### config.mk
export PLATFORM = sky130hd
export DESIGN_NAME = guarded_ctl_reg
export DESIGN_NICKNAME = d
export VERILOG_FILES = /design/src/rtl/gcr_pkg.sv /design/src/rtl/gcr_capture.sv /design/src/rtl/gcr_nvtimer.sv /design/src/rtl/gcr_unlock.sv /design/src/rtl/guarded_ctl_reg.sv
export SDC_FILE = /design/constraint.sdc
export NUM_CORES = 1
export LEC_CHECK = 0
export ABC_CLOCK_PERIOD_IN_PS = 5900
export BUFFER_PORTS_ARGS = -buffer_cell sky130_fd_sc_hd__buf_2
export CORE_MARGIN = 10
export CORE_UTILIZATION = 40
export CTS_BUF_LIST = sky130_fd_sc_hd__clkbuf_8 sky130_fd_sc_hd__clkbuf_16
export DETAILED_ROUTE_END_ITERATION = 16
export GPL_TIMING_DRIVEN = 1
export PLACE_DENSITY_LB_ADDON = 0.25
export SYNTH_ARGS = -nofsm -noshare
export SYNTH_HDL_FRONTEND = slang
export SYNTH_SLANG_ARGS = --single-unit
### constraint.sdc
create_clock -name clk -period 5.9 [get_ports clk]
set_input_delay 0.885 -clock clk [delete_from_list [all_inputs] [get_ports clk]]
set_output_delay 0.885 -clock clk [all_outputs]
set_load 0.02 [all_outputs]
### src/rtl/gcr_pkg.sv
package gcr_pkg;
   localparam logic [7:0] OP_SET_WEL = 8'h02;
   localparam logic [7:0] OP_ARM     = 8'h06;

   typedef struct packed {
      logic [1:0] wd;
      logic [2:0] bp;
   } pfield_t;

   function automatic pfield_t fields_of(input logic [7:0] b);
      pfield_t r;
      r.wd = b[6:5];
      r.bp = {b[4], b[3], b[0]};
      return r;
   endfunction

   function automatic logic [7:0] view_of(input pfield_t f, input logic rwel, input logic wel);
      return {1'b0, f.wd, f.bp[2:1], rwel, wel, f.bp[0]};
   endfunction

   function automatic logic final_form(input logic [7:0] b);
      return !b[7] && b[1];
   endfunction
endpackage

### src/rtl/gcr_capture.sv
module gcr_capture #(
   parameter int BYTE_W = 8
) (
   input  logic              clk,
   input  logic              rst_n,
   input  logic              txn_start,
   input  logic              txn_wr,
   input  logic              txn_stop,
   input  logic              byte_vld,
   input  logic [BYTE_W-1:0] byte_in,
   input  logic              busy,
   output logic              ack_vld,
   output logic              ack_ok,
   output logic              done,
   output logic [BYTE_W-1:0] done_byte
);
   logic       open_wr;
   logic [1:0] cnt;
   logic       bad;
   logic       take;

   assign take      = byte_vld && open_wr && !txn_start && !txn_stop;
   assign done      = txn_stop && !txn_start && open_wr && (cnt == 2'd1) && !bad && !busy;

   always_ff @(posedge clk or negedge rst_n) begin
      if (!rst_n) begin
         open_wr   <= 1'b0;
         cnt       <= '0;
         bad       <= 1'b0;
         done_byte <= '0;
         ack_vld   <= 1'b0;
         ack_ok    <= 1'b0;
      end else begin
         ack_vld <= take;
         ack_ok  <= take && (cnt == 2'd0) && !busy;
         if (txn_start) begin
            open_wr <= txn_wr;
            cnt     <= '0;
            bad     <= 1'b0;
         end else if (txn_stop) begin
            open_wr <= 1'b0;
         end else if (take) begin
            if (cnt != 2'd2) cnt <= cnt + 2'd1;
            if (cnt == 2'd0) done_byte <= byte_in;
            if (busy) bad <= 1'b1;
         end
      end
   end

   assert_extra_byte_nack_R7: assert property (@(posedge clk) disable iff (!rst_n)
      (take && cnt != 2'd0) |=> (ack_vld && !ack_ok));
   assert_busy_nack_R10: assert property (@(posedge clk) disable iff (!rst_n)
      (take && busy) |=> !ack_ok);
   assert_ack_follows_byte_R12: assert property (@(posedge clk) disable iff (!rst_n)
      ack_vld |-> $past(byte_vld));
endmodule

### src/rtl/gcr_nvtimer.sv
module gcr_nvtimer #(
   parameter int NV_CYCLES = 2000000
) (
   input  logic clk,
   input  logic rst_n,
   input  logic start,
   output logic busy
);
   generate
      if (NV_CYCLES == 0) begin : g_instant
         assign busy = 1'b0;
      end else begin : g_count
         localparam int TMR_W = $clog2(NV_CYCLES + 1);
         localparam logic [TMR_W-1:0] LOAD = TMR_W'(NV_CYCLES);
         logic [TMR_W-1:0] left;
         always_ff @(posedge clk or negedge rst_n) begin
            if (!rst_n)          left <= '0;
            else if (start)      left <= LOAD;
            else if (left != '0) left <= left - 1'b1;
         end
         assign busy = (left != '0);

         assert_busy_from_commit_R10: assert property (@(posedge clk) disable iff (!rst_n)
            $rose(busy) |-> $past(start));
      end
   endgenerate
endmodule

### src/rtl/gcr_unlock.sv
module gcr_unlock
   import gcr_pkg::*;
#(
   parameter logic [1:0] RST_WD = 2'b01,
   parameter logic [2:0] RST_BP = 3'b101
) (
   input  logic       clk,
   input  logic       rst_n,
   input  logic       done,
   input  logic [7:0] done_byte,
   input  logic       prot_hit,
   output logic       wel,
   output logic       rwel,
   output pfield_t    fields,
   output logic       commit
);
   logic armed;
   logic arm_req;

   assign armed   = wel && rwel;
   assign commit  = done && armed && final_form(done_byte) && !done_byte[2];
   assign arm_req = done && !armed && wel && (done_byte == OP_ARM);

   always_ff @(posedge clk or negedge rst_n) begin
      if (!rst_n) begin
         wel       <= 1'b0;
         rwel      <= 1'b0;
         fields.wd <= RST_WD;
         fields.bp <= RST_BP;
      end else begin
         if (done && !armed && done_byte == OP_SET_WEL) wel <= 1'b1;
         if (commit) fields <= fields_of(done_byte);
         if (prot_hit || commit) rwel <= 1'b0;
         else if (arm_req)       rwel <= 1'b1;
      end
   end

   assert_rwel_implies_wel_R3: assert property (@(posedge clk) disable iff (!rst_n)
      rwel |-> wel);
   assert_fields_need_arm_R4: assert property (@(posedge clk) disable iff (!rst_n)
      !$stable(fields) |-> ($past(rwel) && !rwel));
   assert_prot_clears_R11: assert property (@(posedge clk) disable iff (!rst_n)
      prot_hit |=> !rwel);
endmodule

### src/rtl/guarded_ctl_reg.sv
module guarded_ctl_reg
   import gcr_pkg::*;
#(
   parameter int         BYTE_W    = 8,
   parameter int         NV_CYCLES = 2000000,
   parameter logic [1:0] RST_WD    = 2'b01,
   parameter logic [2:0] RST_BP    = 3'b101
) (
   input  logic              clk,
   input  logic              rst_n,
   input  logic              txn_start,
   input  logic              txn_wr,
   input  logic              byte_vld,
   input  logic [BYTE_W-1:0] byte_in,
   input  logic              txn_stop,
   input  logic              prot_hit,
   output logic              ack_vld,
   output logic              ack_ok,
   output logic              busy,
   output logic [BYTE_W-1:0] reg_view
);
   generate
      if (BYTE_W != 8) begin : g_bad_width
         $error("guarded_ctl_reg: the register layout needs BYTE_W == 8");
      end
      if (NV_CYCLES < 0 || NV_CYCLES > (1 << 30)) begin : g_bad_cycles
         $error("guarded_ctl_reg: NV_CYCLES out of range");
      end
   endgenerate

   logic              done;
   logic [BYTE_W-1:0] done_byte;
   logic              wel, rwel, commit;
   pfield_t           fields;

   gcr_capture #(.BYTE_W(BYTE_W)) u_cap (
      .clk(clk), .rst_n(rst_n), .txn_start(txn_start), .txn_wr(txn_wr),
      .txn_stop(txn_stop), .byte_vld(byte_vld), .byte_in(byte_in), .busy(busy),
      .ack_vld(ack_vld), .ack_ok(ack_ok), .done(done), .done_byte(done_byte)
   );

   gcr_unlock #(.RST_WD(RST_WD), .RST_BP(RST_BP)) u_seq (
      .clk(clk), .rst_n(rst_n), .done(done), .done_byte(done_byte[7:0]),
      .prot_hit(prot_hit), .wel(wel), .rwel(rwel), .fields(fields), .commit(commit)
   );

   gcr_nvtimer #(.NV_CYCLES(NV_CYCLES)) u_tmr (
      .clk(clk), .rst_n(rst_n), .start(commit), .busy(busy)
   );

   assign reg_view = view_of(fields, rwel, wel);

   assert_stop_only_R9: assert property (@(posedge clk) disable iff (!rst_n)
      !$stable(reg_view) |-> ($past(txn_stop) || $past(prot_hit)));
endmodule

# Word level (Yosys, flattened, before mapping)
# Index checks and enable logic that the tools add are counted.
# totals
regBits	42
wordCells	72
# op_classes
addsub	2
eq_ne	5
n_mux	14
bitwise_logic	2
reduce_logical	38
# op_table
op	n
two-way mux 21 bit	2
nonzero test 21 bit	1
subtractor 21 x 1 -> 21 bit (second input constant)	1
logical AND 1 bit	19
nonzero test 2 bit	6
== test 8 x 2 -> 1 bit (second input constant)	1
== test 8 x 3 -> 1 bit (second input constant)	1
two-way mux 1 bit	8
two-way mux 2 bit	4
logical NOT 1 bit	7
AND reduction 3 bit	2
!= test 2 bit (second input constant)	2
AND reduction 4 bit	1
adder 2 x 1 -> 2 bit (second input constant)	1
== test 2 x 1 -> 1 bit (second input constant)	1
logical NOT 2 bit	1
NOT 1 bit	2
logical OR 1 bit	1

# Longest topological paths before layout
# logic_depth
word_depth	11
depth_mapped	9
ltp_nobuf	7

# Hierarchy
# A second synthesis with hierarchy kept.
# hier_totals
cells_unflattened	188
area_unflattened_um2	2124.5
# by_module_without_submodules
module	instances	cells_per_inst	area_per_inst_um2	seq_area_each_um2
gcr_nvtimer	1	117	1132.3	525.5
gcr_capture	1	44	633.1	350.3
gcr_unlock	1	23	332.8	178.9
guarded_ctl_reg	1	4	26.3	0.0

# Least setup slack after synthesis
# Ideal clock, no wire load.
# synth_timing
path_kind	register to output
start	register u_tmr.g_count.left[2]
end	output port busy
arrival_ns	1.595
path_slack_ns	3.420
stages_incl_launch_ff	6
n_path_buf	1
path_cell_list	dfrtp_1 -> or4_1 -> nor3_1 -> and3_1 -> buf_2 -> inv_2
# synth_via
elab_chain_cells	1
# synth_rtl
element	line_no	source
start, declared	gcr_nvtimer.sv:15	logic [TMR_W-1:0] left;
start signal, assigned	gcr_nvtimer.sv:19	else if (left != '0) left <= left - 1'b1;
nonzero test 21 bit	gcr_nvtimer.sv:21	assign busy = (left != '0);
end, declared	guarded_ctl_reg.sv:19	output logic busy,
# Every way passes these cells.

# Final worst setup path
# Same ends and word-level chain as after synthesis.

==> run metrics <==
most common cell after layout, fill and taps aside dfrtp_1; critical path data arrival time 2.24 ns; crit end category output port; Synth Area per Inst 10.99 um2; Post-CTS Resized 0; htree depth 2; Wirelength per Cell 15.92 um; CP required 5.02 ns; Clock transition at path regs 0.08 ns; Synth Instances slightly below 200; status completed; Final period util 52.97%; post-CTS setup repair buffer count 0; largest net degree at the start of global routing 43; main combinational cell family by area after synthesis simple AND/OR/NAND/NOR gates; Final Hold Vio Count 0; layout cell share with drive strength beyond 1 27.73%; number of global-route vias before repair 1642; DR vias ~1.6k; CTS buffer count 5; Post-synth ARST share between 90% and 100%; Lkg Pwr 1.051 nW; num ports 26; DR iter-0 viols 104; syn_nets 215; DR vias/cell 5.417; Placement Setup Slack 3.113 ns; antenna violations before repair 0; Post-synth top flop dfrtp_1; Max Root-Sink Buffers 2; final antenna-violating net count 0; Seq/Total Area, Yosys 49.21%; Post-synth EDFFs 0; peak supply drop around 0.13 mV; Worst-Margin Slew 0.9434 ns; die area 8686 um2; setup ws final about 2.8 ns; hpwl dp 3.438 mm; routability cong. 0.8329; complex-gate fraction of the synthesized area 8.290%; final-layout fill cell count 518; Clock Latency Late Sink between 0.2 and 0.3 ns; Pwr Total 544.5 uW; Simple-Gate Fraction of Synth Area 23.06%; RSZ-0062 raised after global routing false; most frequent cells in the layout dfrtp_1 (39), buf_2 (24), nor3_1 (12), nor2_1 (12); delay-heaviest family, CP simple AND/OR/NAND/NOR gates; Clock Root Buffer clkbuf_8; register bit count reported by yosys 42; Syn-to-layout area delta 11.97%; Max-slew headroom between 30% and 40%; design area 2400 um2; Crit-path slowest cell or4_1; Die H 93.20 um; Syn. warnings 0; global-route wire length before repair 8.066 mm; Cell variety after synth 54; num rows 26; startpoint types register; grt ovf 0; cts hold-fix bufs 0; DRT Pass-1 Iters 6; Die Width 93.20 um; final setup vio count 0; TritonCTS clock tree done; critical path type register to output port; mux share of post-synthesis cell area 9.107%; Buf/Inv on CP 2; Crit path largest cell delay 0.58 ns; Final min period 3.125 ns; n_diodes 0; setup TNS 0 ns; placed cell area 2305 um2; pwr dens 226.9 nW/um2; GRT Resource Usage Total 11.39%; NumNets Final 239; hold slack final slightly below 0.5 ns; CORE AREA 5140 um2; synthesized area roughly 2100 um2; highest clock rate 0.3200 GHz; Hold Path Class register to register; worst-path fanout max 6; WL final roughly 4.6 mm; CP cell instances or4_1 > nor3_1 > and3_1 > inv_2 > buf_2; Slew Viols, Final 0; clock sinks 42; final setup skew 0.005780 ns; Adder-Cell Fraction of Synth Area 2.919%; Buffers on Ports 24; Max-Cap Viols 0; starting density of the core 41.70%; XOR/XNOR share of the synthesized area 3.678%; drc violations 0
==> report_power, final <==
part	leakage (nW)	internal, mW	switching, mW	total [mW]
Combinational	0.491	0.0190	0.0166	0.0356
Clock	0.0472	0.0942	0.101	0.195
Sequential	0.513	0.303	0.0106	0.314
==> stage by stage <==
stage          util (%)  cells
6_report          46.69    290
5_1_grt           46.69    290
4_1_cts           46.69    290
3_5_place_dp      44.84    282
3_3_place_gp      44.84    282
2_1_floorplan         -    195
==> per-layer routing <==
| metal | vias to the layer above | GRT usage [%] | wire [um] |
|---|---|---|---|
| li1 | 765 | - | - |
| met1 | 769 | 14.69 | 2159 |
| met5 | - | 0 | 0 |
| met2 | 35 | 18.22 | 2237 |
| met4 | 0 | 4.242 | 49 |
| met3 | 2 | 2.478 | 172 |
==> cell families after synthesis <==
| group | Yosys count |
|---|---|
| and+or+nand+nor | 81 |
| DFF | 42 |
| AOI/OAI and AO/OA | 26 |
| muxes | 16 |
| buffers and inverters | 15 |
| xor gates and xnor gates | 9 |
| adders and majority gates | 5 |
| other | 1 |
==> path summary, 6_finish.rpt <==
kind	start	to	slack, ns	cells past startpoint
worst min register to register	u_cap.done_byte[2]$_DFFE_PN0P_	u_seq.wel$_DFFE_PN0P_	0.49	1
worst min-delay path	u_cap.done_byte[2]$_DFFE_PN0P_	u_seq.wel$_DFFE_PN0P_	0.49	1
worst max register to register	u_tmr.g_count.left[2]$_DFFE_PN0P_	u_tmr.g_count.left[19]$_DFFE_PN0P_	3.42	4
max in group asynchronous	rst_n	u_tmr.g_count.left[17]$_DFFE_PN0P_	4.58	1
worst max-delay path	u_tmr.g_count.left[2]$_DFFE_PN0P_	busy	2.77	5
min in group asynchronous	rst_n	u_cap.open_wr$_DFFE_PN0N_	0.74	1
==> synth_stat cells (4+ instances only) <==
master   count  share of area, %
dfrtp_1     39                46
nor2_1      12               2.1
nor3_1      12               2.8
mux2_2       8               4.2
nand2_1      8               1.4
nand3_1      8               1.9
o21ai_0      8               1.9
inv_1        7               1.2
nand4_1      6               1.8
ha_1         5               2.9
mux2_4       5               3.5
nor4_1       5               1.5
xor2_1       5               2.0
or3_1        4               1.2
xnor2_1      4               1.6
==> flip-flops by register name (all words and copies together) (netlist names) <==
signal and flops:
u_seq.fields 5, u_cap.ack_ok 1, u_cap.ack_vld 1, u_cap.done_byte 8, u_cap.open_wr 1, u_tmr.g_count.left 21
u_cap.bad 1, u_cap.cnt 2, u_seq.wel 1, u_seq.rwel 1
==> layout make-up <==
cell class,count,area [um2],area share [%]
Multi-Input combinational cell,138,1012,42.18
Timing Repair Buffer,24,120.1,5.005
Clock buffer,6,82.58,3.441
Sequential cell,42,1055,43.95
Clock inverter,2,12.51,0.5214
Inverter,8,30.03,1.251
Tap cell,70,87.58,3.650
No activity file was read; power rests on OpenSTA's default activity.
